===== src/rtl/dma_burst_pkg.sv =====
package dma_burst_pkg;
    typedef enum logic [2:0] {
        ST_IDLE = 3'd0,
        ST_RD1  = 3'd1,
        ST_RD2  = 3'd2,
        ST_WR1  = 3'd3,
        ST_WR2  = 3'd4,
        ST_DEAD = 3'd5,
        ST_REL  = 3'd6
    } seq_state_t;

    localparam int NUM_PTRS = 2;
    localparam int PTR_SRC  = 0;
    localparam int PTR_DST  = 1;
endpackage


===== src/rtl/dma_xfer_counter.sv =====
module dma_xfer_counter #(
    parameter int CNT_W = 16
) (
    input  logic             clk,
    input  logic             rst_n,
    input  logic             load_i,
    input  logic [CNT_W-1:0] load_val_i,
    input  logic             dec_i,
    output logic [CNT_W-1:0] cnt_o,
    output logic             zero_o,
    output logic             last_o
);
    localparam logic [CNT_W-1:0] ONE = {{(CNT_W-1){1'b0}}, 1'b1};

    logic [CNT_W-1:0] cnt_q;

    always_ff @(posedge clk) begin
        if (!rst_n) begin
            cnt_q <= '0;
        end else if (load_i) begin
            cnt_q <= load_val_i;
        end else if (dec_i) begin
            cnt_q <= cnt_q - ONE;
        end
    end

    assign cnt_o  = cnt_q;
    assign zero_o = (cnt_q == '0);
    assign last_o = (cnt_q == ONE);

    // a unit never ends with nothing left to transfer
    assert_no_underflow_R3: assert property (@(posedge clk) disable iff (!rst_n)
        dec_i |-> cnt_q != '0);
endmodule


===== src/rtl/dma_addr_unit.sv =====
module dma_addr_unit #(
    parameter int ADDR_W = 24
) (
    input  logic              clk,
    input  logic              rst_n,
    input  logic              load_i,
    input  logic [ADDR_W-1:0] load_val_i,
    input  logic              step_i,
    input  logic              inc_en_i,
    input  logic              word_i,
    output logic [ADDR_W-1:0] addr_o
);
    logic [ADDR_W-1:0] addr_q;
    logic [ADDR_W-1:0] stride;

    assign stride = {{(ADDR_W-2){1'b0}}, word_i, ~word_i};

    always_ff @(posedge clk) begin
        if (!rst_n) begin
            addr_q <= '0;
        end else if (load_i) begin
            addr_q <= load_val_i;
        end else if (step_i && inc_en_i) begin
            addr_q <= addr_q + stride;
        end
    end

    assign addr_o = addr_q;

    // a fixed pointer does not move
    assert_fixed_ptr_R3: assert property (@(posedge clk) disable iff (!rst_n)
        (!load_i && !inc_en_i) |=> $stable(addr_q));
endmodule


===== src/rtl/dma_burst_fsm.sv =====
module dma_burst_fsm
    import dma_burst_pkg::*;
(
    input  logic       clk,
    input  logic       rst_n,
    input  logic       chan_en_i,
    input  logic       en_set_i,
    input  logic       abort_i,
    input  logic       start_i,
    input  logic       cnt_zero_i,
    input  logic       cnt_last_i,
    input  logic       hp_req_i,
    output seq_state_t state_o,
    output logic       rd_o,
    output logic       wr_o,
    output logic       capture_o,
    output logic       unit_end_o,
    output logic       in_unit_o,
    output logic       idle_o,
    output logic       rel_o,
    output logic       fin_o
);
    seq_state_t state_q, state_d;
    logic       fin_q, fin_d;
    logic       en_after;

    assign en_after = (chan_en_i || en_set_i) && !abort_i;

    always_comb begin
        state_d = state_q;
        fin_d   = fin_q;
        unique case (state_q)
            ST_IDLE: begin
                if (chan_en_i && !abort_i && !start_i && !cnt_zero_i && !hp_req_i) begin
                    state_d = ST_RD1;
                end
            end
            ST_RD1:  state_d = ST_RD2;
            ST_RD2:  state_d = ST_WR1;
            ST_WR1:  state_d = ST_WR2;
            ST_WR2: begin
                if (cnt_last_i) begin
                    state_d = ST_DEAD;
                    fin_d   = 1'b1;
                end else if (!en_after) begin
                    state_d = ST_REL;
                    fin_d   = 1'b0;
                end else begin
                    state_d = ST_RD1;
                end
            end
            ST_DEAD: state_d = ST_REL;
            ST_REL:  state_d = ST_IDLE;
            default: state_d = ST_IDLE;
        endcase
    end

    always_ff @(posedge clk) begin
        if (!rst_n) begin
            state_q <= ST_IDLE;
            fin_q   <= 1'b0;
        end else begin
            state_q <= state_d;
            fin_q   <= fin_d;
        end
    end

    always_comb begin
        rd_o       = 1'b0;
        wr_o       = 1'b0;
        capture_o  = 1'b0;
        unit_end_o = 1'b0;
        idle_o     = 1'b0;
        rel_o      = 1'b0;
        unique case (state_q)
            ST_IDLE: idle_o = 1'b1;
            ST_RD1:  rd_o   = 1'b1;
            ST_RD2: begin
                rd_o      = 1'b1;
                capture_o = 1'b1;
            end
            ST_WR1:  wr_o   = 1'b1;
            ST_WR2: begin
                wr_o       = 1'b1;
                unit_end_o = 1'b1;
            end
            ST_DEAD: ;
            ST_REL:  rel_o  = 1'b1;
            default: idle_o = 1'b1;
        endcase
    end

    assign in_unit_o = rd_o || wr_o;
    assign fin_o     = fin_q;
    assign state_o   = state_q;

    // every read strobe is followed by a write strobe two states later
    assert_read_then_write_R2: assert property (@(posedge clk) disable iff (!rst_n)
        (state_q == ST_RD2) |=> (state_q == ST_WR1));
endmodule


===== src/rtl/dma_burst_seq.sv =====
module dma_burst_seq
    import dma_burst_pkg::*;
#(
    parameter int ADDR_W = 24,
    parameter int CNT_W  = 16,
    parameter int DATA_W = 16
) (
    input  logic              clk,
    input  logic              rst_n,
    input  logic              start_i,
    input  logic [CNT_W-1:0]  cfg_count_i,
    input  logic [ADDR_W-1:0] cfg_src_i,
    input  logic [ADDR_W-1:0] cfg_dst_i,
    input  logic              cfg_word_i,
    input  logic              cfg_src_inc_i,
    input  logic              cfg_dst_inc_i,
    input  logic              cfg_tend_en_i,
    input  logic              en_set_i,
    input  logic              abort_i,
    input  logic              hp_req_i,
    output logic              hp_grant_o,
    output logic [ADDR_W-1:0] bus_addr_o,
    output logic              bus_rd_o,
    output logic              bus_wr_o,
    output logic              bus_word_o,
    output logic [DATA_W-1:0] bus_wdata_o,
    input  logic [DATA_W-1:0] bus_rdata_i,
    output logic              tend_o,
    output logic              bus_rel_o,
    output logic              done_o,
    output logic              busy_o,
    output logic              chan_en_o,
    output logic [CNT_W-1:0]  rem_count_o,
    output logic [ADDR_W-1:0] cur_src_o,
    output logic [ADDR_W-1:0] cur_dst_o
);
    seq_state_t        state;
    logic              rd, wr, capture, unit_end, in_unit, idle, rel, fin;
    logic              en_q, load;
    logic              word_q, src_inc_q, dst_inc_q, tend_en_q;
    logic [DATA_W-1:0] data_q;
    logic              cnt_zero, cnt_last;
    logic [CNT_W-1:0]  cnt;

    logic [NUM_PTRS-1:0][ADDR_W-1:0] ptr_load, ptr_val;
    logic [NUM_PTRS-1:0]             ptr_inc;

    assign load = start_i && idle;

    always_ff @(posedge clk) begin
        if (!rst_n) begin
            en_q <= 1'b0;
        end else if (abort_i) begin
            en_q <= 1'b0;
        end else if (en_set_i || load) begin
            en_q <= 1'b1;
        end
    end

    always_ff @(posedge clk) begin
        if (!rst_n) begin
            word_q    <= 1'b0;
            src_inc_q <= 1'b0;
            dst_inc_q <= 1'b0;
            tend_en_q <= 1'b0;
        end else if (load) begin
            word_q    <= cfg_word_i;
            src_inc_q <= cfg_src_inc_i;
            dst_inc_q <= cfg_dst_inc_i;
            tend_en_q <= cfg_tend_en_i;
        end
    end

    always_ff @(posedge clk) begin
        if (!rst_n) begin
            data_q <= '0;
        end else if (capture) begin
            data_q <= bus_rdata_i;
        end
    end

    dma_burst_fsm u_fsm (
        .clk        (clk),
        .rst_n      (rst_n),
        .chan_en_i  (en_q),
        .en_set_i   (en_set_i),
        .abort_i    (abort_i),
        .start_i    (start_i),
        .cnt_zero_i (cnt_zero),
        .cnt_last_i (cnt_last),
        .hp_req_i   (hp_req_i),
        .state_o    (state),
        .rd_o       (rd),
        .wr_o       (wr),
        .capture_o  (capture),
        .unit_end_o (unit_end),
        .in_unit_o  (in_unit),
        .idle_o     (idle),
        .rel_o      (rel),
        .fin_o      (fin)
    );

    dma_xfer_counter #(.CNT_W(CNT_W)) u_cnt (
        .clk        (clk),
        .rst_n      (rst_n),
        .load_i     (load),
        .load_val_i (cfg_count_i),
        .dec_i      (unit_end),
        .cnt_o      (cnt),
        .zero_o     (cnt_zero),
        .last_o     (cnt_last)
    );

    assign ptr_load[PTR_SRC] = cfg_src_i;
    assign ptr_load[PTR_DST] = cfg_dst_i;
    assign ptr_inc[PTR_SRC]  = src_inc_q;
    assign ptr_inc[PTR_DST]  = dst_inc_q;

    for (genvar g = 0; g < NUM_PTRS; g++) begin : g_ptr
        dma_addr_unit #(.ADDR_W(ADDR_W)) u_addr (
            .clk        (clk),
            .rst_n      (rst_n),
            .load_i     (load),
            .load_val_i (ptr_load[g]),
            .step_i     (unit_end),
            .inc_en_i   (ptr_inc[g]),
            .word_i     (word_q),
            .addr_o     (ptr_val[g])
        );
    end

    assign bus_rd_o    = rd;
    assign bus_wr_o    = wr;
    assign bus_word_o  = word_q;
    assign bus_addr_o  = rd ? ptr_val[PTR_SRC] : (wr ? ptr_val[PTR_DST] : '0);
    assign bus_wdata_o = wr ? data_q : '0;
    assign tend_o      = in_unit && cnt_last && tend_en_q;
    assign bus_rel_o   = rel;
    assign done_o      = rel && fin;
    assign busy_o      = !idle;
    assign hp_grant_o  = hp_req_i && idle;
    assign chan_en_o   = en_q;
    assign rem_count_o = cnt;
    assign cur_src_o   = ptr_val[PTR_SRC];
    assign cur_dst_o   = ptr_val[PTR_DST];

    // strobes are exclusive and each access lasts two states at a steady address
    assert_strobe_excl_R2: assert property (@(posedge clk) disable iff (!rst_n)
        !(bus_rd_o && bus_wr_o));
    assert_rd_two_states_R2: assert property (@(posedge clk) disable iff (!rst_n)
        $rose(bus_rd_o) |=> bus_rd_o && $stable(bus_addr_o));
    // completion is preceded by a dead state
    assert_dead_before_done_R4: assert property (@(posedge clk) disable iff (!rst_n)
        $rose(done_o) |-> $past(busy_o && !bus_rd_o && !bus_wr_o) && rem_count_o == '0);
    // transfer-end only while one unit remains
    assert_tend_last_R5: assert property (@(posedge clk) disable iff (!rst_n)
        tend_o |-> rem_count_o == {{(CNT_W-1){1'b0}}, 1'b1});
    // no grant while the burst holds the bus
    assert_no_grant_busy_R6: assert property (@(posedge clk) disable iff (!rst_n)
        busy_o |-> !hp_grant_o);
    // abort always clears the enable
    assert_abort_clears_R7: assert property (@(posedge clk) disable iff (!rst_n)
        abort_i |=> !chan_en_o);
    // a suspension release happens with the channel disabled
    assert_suspend_disabled_R8: assert property (@(posedge clk) disable iff (!rst_n)
        (bus_rel_o && !done_o) |-> !chan_en_o);
endmodule


===== config.mk =====
export PLATFORM = sky130hd
export DESIGN_NAME = dma_burst_seq
export DESIGN_NICKNAME = d
export VERILOG_FILES = /design/src/rtl/dma_burst_pkg.sv /design/src/rtl/dma_xfer_counter.sv /design/src/rtl/dma_addr_unit.sv /design/src/rtl/dma_burst_fsm.sv /design/src/rtl/dma_burst_seq.sv
export SDC_FILE = /design/constraint.sdc
export NUM_CORES = 1
export LEC_CHECK = 0
export ABC_AREA = 1
export BUFFER_PORTS_ARGS = -buffer_cell sky130_fd_sc_hd__buf_2
export CAP_MARGIN = 20
export CORE_ASPECT_RATIO = 0.75
export CORE_MARGIN = 2
export CORE_UTILIZATION = 55
export CTS_CLUSTER_DIAMETER = 80
export DETAILED_ROUTE_END_ITERATION = 8
export GPL_TIMING_DRIVEN = 0
export PLACE_DENSITY_LB_ADDON = 0.08
export RECOVER_POWER = 25
export SETUP_SLACK_MARGIN = 0.3
export SYNTH_ARGS = -nofsm -noshare
export SYNTH_HDL_FRONTEND = slang
export SYNTH_SLANG_ARGS = --single-unit

===== constraint.sdc =====
create_clock -name clk -period 5.5 [get_ports clk]
set_input_delay 0.55 -clock clk [delete_from_list [all_inputs] [get_ports clk]]
set_output_delay 0.55 -clock clk [all_outputs]
set_load 0.05 [all_outputs]

# Yosys cells after proc, flatten, opt, wreduce, memory -nomap -nowiden
# Cells that the tools add are included.
[totals]
regBits = 89
[op_classes]
addsub = 3
muxes = 21
bitwise_logic = 2
reduce_logical = 29
eq_ne = 9
[ops]
columns = ["op", "count"]
rows = [
  ["$mux W24", 6],
  ["$add A24 B2 Y24", 2],
  ["$mux W16", 3],
  ["$pmux W3 S6", 1],
  ["$eq A16 B1 Y1 const B", 1],
  ["$logic_not A16 Y1", 1],
  ["$sub A16 B1 Y16 const B", 1],
  ["$logic_and A1 B1 Y1", 12],
  ["$eq A3 B3 Y1 const B", 3],
  ["$mux W3", 3],
  ["$mux W1", 8],
  ["$eq A3 B2 Y1 const B", 2],
  ["$reduce_bool A2 Y1", 3],
  ["$reduce_or A2 Y1", 3],
  ["$reduce_or A6 Y1", 1],
  ["$logic_not A1 Y1", 4],
  ["$eq A3 B1 Y1 const B", 1],
  ["$logic_not A3 Y1", 1],
  ["$logic_or A1 B1 Y1", 3],
  ["$ne A2 B1 Y1 const B", 1],
  ["$ne A2 B2 Y1 const B", 1],
  ["$not A1 Y1", 2],
  ["$reduce_and A2 Y1", 1],
]

# Longest topological paths before layout
# Gate-level depths: netlist (run 1).
[logic_depth]
ltp_word = 7
ltp_mapped = 13

# By module
# Synthesis (run 1) repeated with hierarchy kept, for this count alone.
[unflattened]
cells_unflattened = 992
hier_area_um2 = 6145.9
[by_module_without_submodules]
columns = ["mod", "n_inst", "cells_each", "area_each_um2", "seq_area_each_um2"]
rows = [
  ["dma_addr_unit (g_ptr[0].u_addr)", 1, 281, 1760.4, 480.5],
  ["dma_addr_unit (g_ptr[1].u_addr)", 1, 280, 1699.1, 480.5],
  ["dma_burst_seq", 1, 221, 1276.2, 420.4],
  ["dma_xfer_counter", 1, 162, 1111.1, 320.3],
  ["dma_burst_fsm", 1, 48, 299.0, 80.1],
]

# Least setup slack after synthesis (run 1)
# OpenSTA, ideal clock, no wires.
[synth_path]
kind = "reg2out"
start = "register u_fsm.state_q[0] (netlist: u_fsm.state_o[0])"
end = "output bus_addr_o[15]"
path_stages_with_launch = 8
required_ns = 4.950
arrival_time_ns = 2.245
path_slack_ns = 2.705
cell_sequence = "dfxtp_1 > inv_1 > nand2_2 > nor2_1 > inv_1 > nand2_2 > inv_2 > o21ai_0"
[synth_via]
elab_cells_between_ends = 10
[synth_rtl]
columns = ["element", "line_no", "source"]
rows = [
  ["start, declared", "dma_burst_fsm.sv:23", "seq_state_t state_q, state_d;"],
  ["start signal, assigned", "dma_burst_fsm.sv:63", "state_q <= state_d;"],
  ["$eq A3 B1 Y1 or $eq A3 B2 Y1 (tied branches)", "dma_burst_fsm.sv:75", "unique case (state_q)"],
  ["$reduce_or A2 Y1 (no line) (*)", "-", ""],
  ["$mux W1 (*)", "dma_burst_fsm.sv:75", ""],
  ["named net bus_rd_o", "dma_burst_seq.sv:23", "output logic bus_rd_o,"],
  ["$mux W24 (*)", "dma_burst_seq.sv:135", "assign bus_addr_o = rd ? ptr_val[PTR_SRC] : (wr ? ptr_val[PTR_DST] : '0);"],
  ["end, declared", "dma_burst_seq.sv:22", "output logic [ADDR_W-1:0] bus_addr_o,"],
]
# The timed path passes the listed nets; every way through them passes the cells marked *.

# Worst setup path after layout (run 1)
[layout_path]
start = "register u_fsm.state_q[2] (netlist: u_fsm.state_o[2])"
end = "output bus_addr_o[21]"
[layout_via]
elab_chain_len = 5
elab_cells_between_ends = 10
[layout_rtl]
columns = ["element", "line_no"]
rows = [
  ["$eq A3 B2 Y1 or $eq A3 B3 Y1 (tied branches)", "dma_burst_fsm.sv:75"],
  ["$reduce_or A2 Y1 (no line)", "-"],
  ["$mux W1", "dma_burst_fsm.sv:75"],
  ["$mux W24", "dma_burst_seq.sv:135"],
  ["$mux W24 (*)", "dma_burst_seq.sv:135"],
]
# Every way passes the cells marked *; elsewhere a longest branch is shown, timed or not.

==> impl_metrics.yaml, run 1 <==
run_status:
  status: "complete, no violations"
pwr:
  seqPwrFrac_pct: 30.3
  clkPwrFrac_pct: 20.2
  pwr-share-comb_pct: 49.4
  vdd_drop_max_v: 0.0002852
  p_leak_nw: 3.264
  p_sw_mw: 1.614
  intPower_mw: 1.477
  switching_share_pct: 52.22
  power_density_nw_per_um2: 420.6
detailed_routing:
  drt-total-wl_mm: 23.41
  post-route-drc-count: 0
  ant_nets: 0
  dr.first_iter.drc_count: 1098
  vias_per_cell: 5.740
  drt-pass1-iter-count: 8
  wl_per_cell_um: 17.42
  vias: 7715
worst_setup_path:
  path_max_fanout: 10
  arrival_ns: 2.45
  cp-end-kind: "output port"
  required_ns: 4.95
  worstSetupPathType: "flip-flop to output port"
  setup.worst_path.start_class: "flip-flop"
grt:
  grt_util_met1_pct: 58.50
  grt.busiest_layer: "met1"
  use_met2_pct: 55.82
  grt_first_pass_wirelength_mm: 35.14
  gr-total-overflow: 0
  antenna_found_initial: 0
  grtUsageTotal_pct: 39.87
  use_met3_pct: 11.53
  first_global_vias: 6546
  grt_max_degree: 19
logic_synthesis:
  synthSimpleGateAreaFrac_pct: 36.74
  syn_area_um2: 5936
  synth-seq-cells: 89
  netlist_instances: 991
  synth_mux_area_share_pct: 0
  yosysWarnings: 0
  syn-num-nets: 1090
  synth_xor_area_share_pct: 0.8853
  synth_compound_area_share_pct: 18.91
  ys_types: 40
  ys_seq_area_share_pct: 30.02
  syn_avg_cell_area_um2: 5.990
  synth_fa_ha_area_share_pct: 2.150
  synth_top_family_by_area: "simple AND/OR/NAND/NOR gates"
placed_design:
  io_buffers: 201
  postPlaceCellArea_um2: 7112
  dp_hpwl_mm: 17.80
  place_inst: 1328
  place.gp.congestion: 0.9929
final_layout:
  final_cell_mix: "263 x nand2_1, 177 x buf_2, 129 x nor2_1, 116 x inv_1, 89 x dfxtp_1"
  final_common_cell: "nand2_1"
  syn2layout_area_growth_pct: 23.78
  drive_above_1_share_pct: 18.13
  multiInputGateArea_um2: 3481
  final_area_um2: 7347
  diodes: 0
  num-fill-cells: 1011
  fin_nets: 1302
  fin_cells: 1344
  regArea_um2: 1782
clock_network:
  clk_latency_ns: 0.35
  cts_buffers: 9
  clock_sinks: 89
  cts-root-buf: "clkbuf_16"
  cts_tree: "built"
  ctsResizeCount: 0
  ctsLongestPathBuffers: 2
  path_clk_slew_ns: 0.07
  holdBufCountCts: 0
  h-tree-depth: 3
  cts_setup_buffers: 0
flow_run:
  drv_cap: 0
die:
  die_h_um: 93.97
  ios: 203
  start_util_pct: 57.02
  die_w_um: 124.0
  rows: 32
  dieArea_um2: 11650
  fp.coreArea_um2: 10410
sta:
  rsz0062_at_grt: "false"
  finalHoldViolCount: 0
  report.final.slew_viol_count: 0
  max_freq_mhz: 333.8
  setup_viol: 0
  timing.hold.ws_ns: 0.4033
  slew_headroom_pct: 48.69
  tns_ns: 0
  skew_ns: 0.005808
  period_needed_ns: 2.996
  finalCritPeriodShare_pct: 54.47
  worstMarginPinSlew_ns: 0.7697
worst_hold_path:
  holdCritPathClass: "input pin to flip-flop"
-- power by group through the flow --
| stage | combinational (mW) | sequential (mW) | clock (mW) |
|---|---|---|---|
| floorplan | 0.786 | 1.22 | 0 |
| global placement | 1.48 | 0.937 | 0 |
| detailed placement | 1.50 | 0.939 | 0 |
| CTS | 1.51 | 0.926 | 0.626 |
| global route | 1.64 | 0.950 | 0.659 |
| finish | 1.53 | 0.937 | 0.626 |
-- layer usage --
| metal | wire, µm | part of all wire (%) |
|---|---|---|
| met1 | 10040 | 43 |
| met2 | 9357 | 40 |
| met3 | 3437 | 15 |
| met4 | 570 | 2.4 |
| met5 | 0 | 0 |
-- final timing paths --
path | from | to | slack [ns] | cells past startpoint
hold reg to reg | data_q[1] | data_q[1] | 0.46 | 2
setup / recovery | u_fsm.state_o[2] | bus_addr_o[21] | 2.50 | 7
hold / removal | abort_i | chan_en_o | 0.40 | 2
setup reg to reg | bus_word_o | g_ptr[1].u_addr.addr_o[16] | 2.83 | 12
-- layout make-up --
cell class / instances / area share (%)
buffer: 42 / 2.844
clock buffer: 9 / 3.065
clock inverter: 7 / 0.9196
inverter: 123 / 6.284
multi-input combinational: 737 / 47.38
sequential: 89 / 24.25
tap: 136 / 2.316
timing repair buffer: 201 / 12.94
-- flip-flops by register name, indices dropped and copies added, names as in the netlist --
signal,count
u_fsm.fin_o,1
src_inc_q,1
data_q,16
g_ptr.u_addr.addr_o,48
u_fsm.state_o,3
bus_word_o,1
u_cnt.cnt_o,16
chan_en_o,1
dst_inc_q,1
tend_en_q,1
-- through the flow --
step | utilization, % | total power, mW | setup WS [ns]
2_1_floorplan | - | 2.006 | 2.705
3_3_place_gp | 68.32 | 2.420 | 2.940
3_5_place_dp | 68.32 | 2.442 | 2.960
4_1_cts | 71.13 | 3.061 | 2.559
5_1_grt | 70.58 | 3.248 | 2.381
6_report | 70.58 | 3.090 | 2.504
-- critical path, cell delays in order (launching register included) --
cell and delay [ns]:
dfxtp_1 0.45, inv_2 0.11, nand2_2 0.12, nor2_1 0.08
nor2_2 0.38, clkbuf_1 0.55, o22ai_1 0.16, buf_2 0.24
-- cell usage after synthesis (all sizes together) --
| cell | count | share of area [%] |
|---|---|---|
| a311oi | 1 | 0.15 |
| dfxtp | 89 | 30 |
| clkbuf | 13 | 0.82 |
| nor3b | 1 | 0.13 |
| nand2 | 265 | 17 |
| and2 | 4 | 0.42 |
| a21oi | 70 | 5.9 |
| fa | 2 | 0.67 |
| clkinv | 2 | 0.13 |
| o211ai | 8 | 1.0 |
| inv | 121 | 7.7 |
| nand4 | 9 | 1.2 |
| o21ai | 88 | 7.4 |
| and3 | 1 | 0.11 |
| a22o | 3 | 0.44 |
| nor4 | 1 | 0.11 |
| buf | 29 | 2.7 |
| nand3 | 87 | 7.4 |
| o22ai | 18 | 1.9 |
| ha | 7 | 1.5 |
| o21a | 1 | 0.13 |
| o21bai | 2 | 0.25 |
| xor2 | 6 | 0.89 |
| a31oi | 11 | 1.2 |
| or2 | 14 | 1.5 |
| nor2 | 133 | 8.7 |
| nand3b | 2 | 0.25 |
| a211oi | 3 | 0.55 |
-- logic make-up after synthesis --
kind of cell             count (synthesis)
AO/OA/AOI/OAI                          205
AND/OR/NAND/NOR                        517
flip-flops                              89
XOR/XNOR                                 6
adder cells (fa/ha/maj)                  9
buffers and inverters                  165
Power figures use the tool's default switching activity.
==> run 2, diff against run 1 <==
- CORE_UTILIZATION: 55 -> 51
- clock period: 5.5 -> 2.9 ns (I/O delays scaled with it)
==> run 2 against run 1 <==
  * Highest routed layer unchanged
  * Non-clock buffer count unchanged
  * Register-to-register slack got worse by 2.3 ns
  * Core utilization decreased by 6.2 points
  * Cell count increased by 0.60%
  * Sequential power increased by 89%
==> impl_metrics.yaml, run 2 (synthesized netlist as in run 1, its figures left out) <==
run_status:
  status: "complete, no violations"
final_layout:
  diodes: 0
  largest_reg_flops: 48
  final_area_um2: 7396
  final_common_cell: "nand2_1"
  final_cell_mix: "262 x nand2_1, 171 x buf_2, 128 x nor2_1, 115 x inv_1, 89 x dfxtp_1"
  fin_nets: 1302
  drive_above_1_share_pct: 18.05
  syn2layout_area_growth_pct: 24.60
  num-fill-cells: 1177
grt:
  gr-total-overflow: 0
  grt_first_pass_wirelength_mm: 34.94
  grt_max_degree: 19
  antenna_found_initial: 0
  first_global_vias: 6553
  grtUsageTotal_pct: 36.44
placed_design:
  dp_hpwl_mm: 17.70
  postPlaceCellArea_um2: 7122
  io_buffers: 201
  post-place-ws_ns: 0.4692
  place.gp.congestion: 0.9883
detailed_routing:
  ant_nets: 0
  drt-total-wl_mm: 22.89
  drt-pass1-iter-count: 5
  wl_per_cell_um: 16.93
  vias_per_cell: 5.522
  dr.first_iter.drc_count: 919
  post-route-drc-count: 0
  vias: 7466
flow_run:
  drv_cap: 0
clock_network:
  clock_sinks: 89
  cts_tree: "built"
  ctsLongestPathBuffers: 2
  h-tree-depth: 3
  cts_buffers: 9
  clk_latency_ns: 0.36
  cts-root-buf: "clkbuf_16"
  path_clk_slew_ns: 0.08
die:
  rows: 34
  fp.coreArea_um2: 11490
  ios: 203
  die_w_um: 128.6
  start_util_pct: 51.68
  dieArea_um2: 12530
  die_h_um: 97.43
pwr:
  vdd_drop_max_v: 0.0004622
  p_total_mw: 5.950
  p_leak_nw: 3.258
  power_density_nw_per_um2: 804.6
worst_setup_path:
  required_ns: 2.61
  worstSetupPathType: "flip-flop to output port"
  cp-end-kind: "output port"
  path_max_fanout: 10
  setup.worst_path.start_class: "flip-flop"
  arrival_ns: 2.20
sta:
  fin_ws_ns: 0.4059
  rsz0062_at_grt: "false"
  setup_viol: 0
  report.final.slew_viol_count: 0
  max_freq_mhz: 401.0
  finalCritPeriodShare_pct: 86.00
  skew_ns: 0.007172
  period_needed_ns: 2.494
  tns_ns: 0
  worstMarginPinSlew_ns: 0.7927
  slew_headroom_pct: 47.15
  finalHoldViolCount: 0
worst_hold_path:
  holdCritPathClass: "input pin to flip-flop"
[run 2: routing by layer]
metal	track usage (%)	vias up	wire (µm)
met5	0	-	0
met4	9.950	0	516
met3	8.535	45	2614
met2	53.11	439	9383
met1	53.69	3356	10370
li1	-	3626	-
[run 2: area by class of cell]
type,count,area [µm²],share of cell area (%)
sequential,89,1782,24.09
buffer,42,211.5,2.859
multi-input combinational,737,3496,47.27
clock buffer,9,225.2,3.045
inverter,123,461.7,6.243
timing repair buffer,201,943.4,12.76
tap,144,180.2,2.436
clock inverter,7,96.34,1.303
[run 2: per-stage QoR]
stage | hold WS [ns] | instances | util [%]
after floorplan | 0.3680 | 991 | -
after global placement | 0.4421 | 1336 | 62.00
after detailed placement | 0.4467 | 1336 | 62.00
after CTS | 0.1209 | 1352 | 64.81
after global routing | 0.1192 | 1352 | 64.39
final | 0.1254 | 1352 | 64.39
[run 2: critical path: stages (launching register included)]
cell	delay, ns
dfxtp_1	0.35
inv_1	0.09
nand2_2	0.10
nor2_1	0.17
inv_2	0.12
nand2_2	0.20
inv_2	0.12
buf_2	0.19
o22ai_1	0.18
buf_2	0.31
[run 2: report_power, final]
| part | internal, mW | switching, mW | total (mW) |
|---|---|---|---|
| Sequential | 1.47 | 0.304 | 1.77 |
| Clock | 0.698 | 0.601 | 1.30 |
| Combinational | 0.729 | 2.15 | 2.88 |
| Total | 2.89 | 3.06 | 5.95 |
[run 2: worst paths after layout]
| path | slack, ns | start | endpoint | cells past startpoint |
|---|---|---|---|---|
| setup / recovery | 0.41 | u_fsm.state_o[0] | bus_addr_o[11] | 9 |
| hold / removal | 0.13 | abort_i | chan_en_o | 2 |
| setup reg to reg | 0.49 | bus_word_o | g_ptr[0].u_addr.addr_o[18] | 12 |
| hold reg to reg | 0.45 | data_q[9] | data_q[9] | 2 |
[run 2: repair_timing]
item | in CTS | in global routing
setup buffers | 0 | 0
endpoints found under the hold margin | 0 | 0
hold buffers | 0 | 0
endpoints found under the setup margin | 6 | 32
pin swaps | 0 | 0
gates resized for setup | 1 | 6
==> run 3, diff against run 2 <==
- BUFFER_PORTS_ARGS: -buffer_cell sky130_fd_sc_hd__buf_2 -> default
- CORE_UTILIZATION: 51 -> 64
- DONT_BUFFER_PORTS: default -> 1
==> run 3 against run 2 <==
  * Die area shrank 20%
  * First-iteration DRC count rose by 6.5%
  * Worst setup slack got worse by 0.12 ns
  * Core utilization increased by 9.2 points
  * Fmax down 4.7%
  * Hold slack worse by 0.12 ns
  * Clock power is 5% lower
  * Clock-buffer cell count grew 1
  * Final area is 10% lower
  * Largest power group is now registers
  * Sequential share of layout area rose by 2.7 points
==> impl_metrics.yaml, run 3 (synthesized netlist as in run 1, its figures left out) <==
die:
  die_w_um: 115.2
  ios: 203
  die_h_um: 87.40
  rows: 30
  fp.coreArea_um2: 9046
  start_util_pct: 65.62
  dieArea_um2: 10070
placed_design:
  io_buffers: 0
  dp_hpwl_mm: 15.71
  place.gp.congestion: 1.020
  postPlaceCellArea_um2: 6101
  post-place-ws_ns: 0.06801
  place_inst: 1119
final_layout:
  fin_cells: 1134
  syn2layout_area_growth_pct: 12.14
  diodes: 0
  final_area_um2: 6656
  final_util_pct: 73.58
  fin_nets: 1101
  final_common_cell: "nand2_1"
  largest_reg_flops: 48
  final_cell_mix: "262 x nand2_1, 118 x nor2_1, 115 x inv_1, 86 x nand3_1, 86 x dfxtp_1"
  drive_above_1_share_pct: 9.742
  num-fill-cells: 795
worst_setup_path:
  cp_num_cells: 11
  crit_buf_inv: 2
  critical_path.slowest_cell: "dfxtp_1"
  reg2reg_depth: 11
  cpPeakStageDelay_ns: 0.70
  cp-end-kind: "flip-flop"
  path_common_cell: "nand2_1"
  required_ns: 3.10
  critPathTopFamily: "adder cells"
  worstSetupPathType: "flip-flop to flip-flop"
  r2r_slack_ns: 0.28
  setup.worst_path.start_class: "flip-flop"
  arrival_ns: 2.82
  cp_cell_sequence: "ha_1, inv_1, fa_1, nor2_4, nand2_1, inv_1, nand2_1, nand2_1, nand3_1, nand3_1, a21oi_1"
  path_max_fanout: 6
pwr:
  power_density_nw_per_um2: 872.1
  p_total_mw: 5.805
  p_leak_nw: 2.517
  pwr-share-comb_pct: 37.1
  vdd_drop_max_v: 0.0005159
  intPower_mw: 2.788
  p_sw_mw: 3.017
  clkPwrFrac_pct: 21.2
  seqPwrFrac_pct: 41.7
  switching_share_pct: 51.98
clock_network:
  clk_latency_ns: 0.35
  holdBufCountCts: 0
  cts-root-buf: "clkbuf_16"
  cts_buffers: 9
  path_clk_slew_ns: 0.07
  h-tree-depth: 3
  cts_setup_buffers: 0
  clock_sinks: 89
  cts_tree: "built"
  ctsLongestPathBuffers: 2
grt:
  antenna_found_initial: 0
  grt_max_degree: 16
  gr-total-overflow: 0
  grt_first_pass_wirelength_mm: 32.37
  first_global_vias: 6130
  grtUsageTotal_pct: 41.92
detailed_routing:
  dr.first_iter.drc_count: 979
  wl_per_cell_um: 18.88
  post-route-drc-count: 0
  drt-total-wl_mm: 21.41
  drt-pass1-iter-count: 8
  vias: 6950
  ant_nets: 0
  vias_per_cell: 6.129
sta:
  slew_headroom_pct: 32.65
  finalCritPeriodShare_pct: 90.26
  report.final.slew_viol_count: 0
  worstMarginPinSlew_ns: 1.003
  setup_viol: 0
  finalHoldViolCount: 0
  skew_ns: 0.008344
  period_needed_ns: 2.618
  max_freq_mhz: 382.0
  rsz0062_at_grt: "true"
  fin_ws_ns: 0.2824
worst_hold_path:
  holdPathStages: 1
  holdCritPathClass: "input pin to flip-flop"
flow_run:
  drv_cap: 0
run_status:
  status: "complete, no violations"
-- run 3: cell count changes in the layout (fill, tap and decap cells not counted), sizes merged --
cell and change:
buf -151, clkbuf -49, inv -2
-- run 3: layout make-up --
cell class | count | area [µm²] | share of cell area (%)
Tap cell | 128 | 160.2 | 2.406
Sequential cell | 89 | 1785 | 26.82
Clock inverter | 5 | 63.81 | 0.9586
Multi-Input combinational cell | 737 | 3730 | 56.03
Clock buffer | 10 | 239.0 | 3.590
Inverter | 123 | 461.7 | 6.936
Buffer | 42 | 216.5 | 3.252
-- run 3: worst paths after layout --
check | start | end
max | g_ptr[1].u_addr.addr_o[0] | g_ptr[1].u_addr.addr_o[16]
min | abort_i | chan_en_o
max reg2reg | g_ptr[1].u_addr.addr_o[0] | g_ptr[1].u_addr.addr_o[16]
min reg2reg | data_q[11] | data_q[11]
-- run 3: power by group through the flow --
stage                     logic (mW)  clock network (mW)  registers [mW]
after floorplan                 1.49                   0            2.31
after global placement          1.90                   0            2.42
after detailed placement        1.93                   0            2.43
after CTS                       2.06                1.22            2.40
after global routing            2.36                1.27            2.45
final                           2.16                1.23            2.42
-- run 3: per-layer routing --
layer  vias to the layer above  share of wire, %  track usage, %
met5                         -                 0               0
met4                         0               3.6           14.68
met3                        86                17           15.38
li1                       3236                 -               -
met2                       581                41           61.34
met1                      3047                38           56.85
-- run 3: worst reg2reg max path: cells and delay by family, from the launching register on --
family                     cells  cell delay (ns)
AOI/OAI and AO/OA              1             0.06
adders and majority gates      2             0.82
buffers and inverters          2             0.21
DFF                            1             0.70
and+or+nand+nor                6             0.69
-- run 3: what timing repair did --
action | 4_1_cts | 5_1_grt
setup endpoints to repair | 34 | 44
endpoints found under the hold margin | 0 | 0
cloned | 0 | 0
resized for setup | 43 | 11
-- run 3: through the flow --
stage	setup TNS, ns	hold WS, ns
global placement	-0.02155	0.3728
CTS	0	0.01142
global route	0	0.007945
detailed placement	0	0.3772
floorplan	0	0.3680
finish	0	0.007858
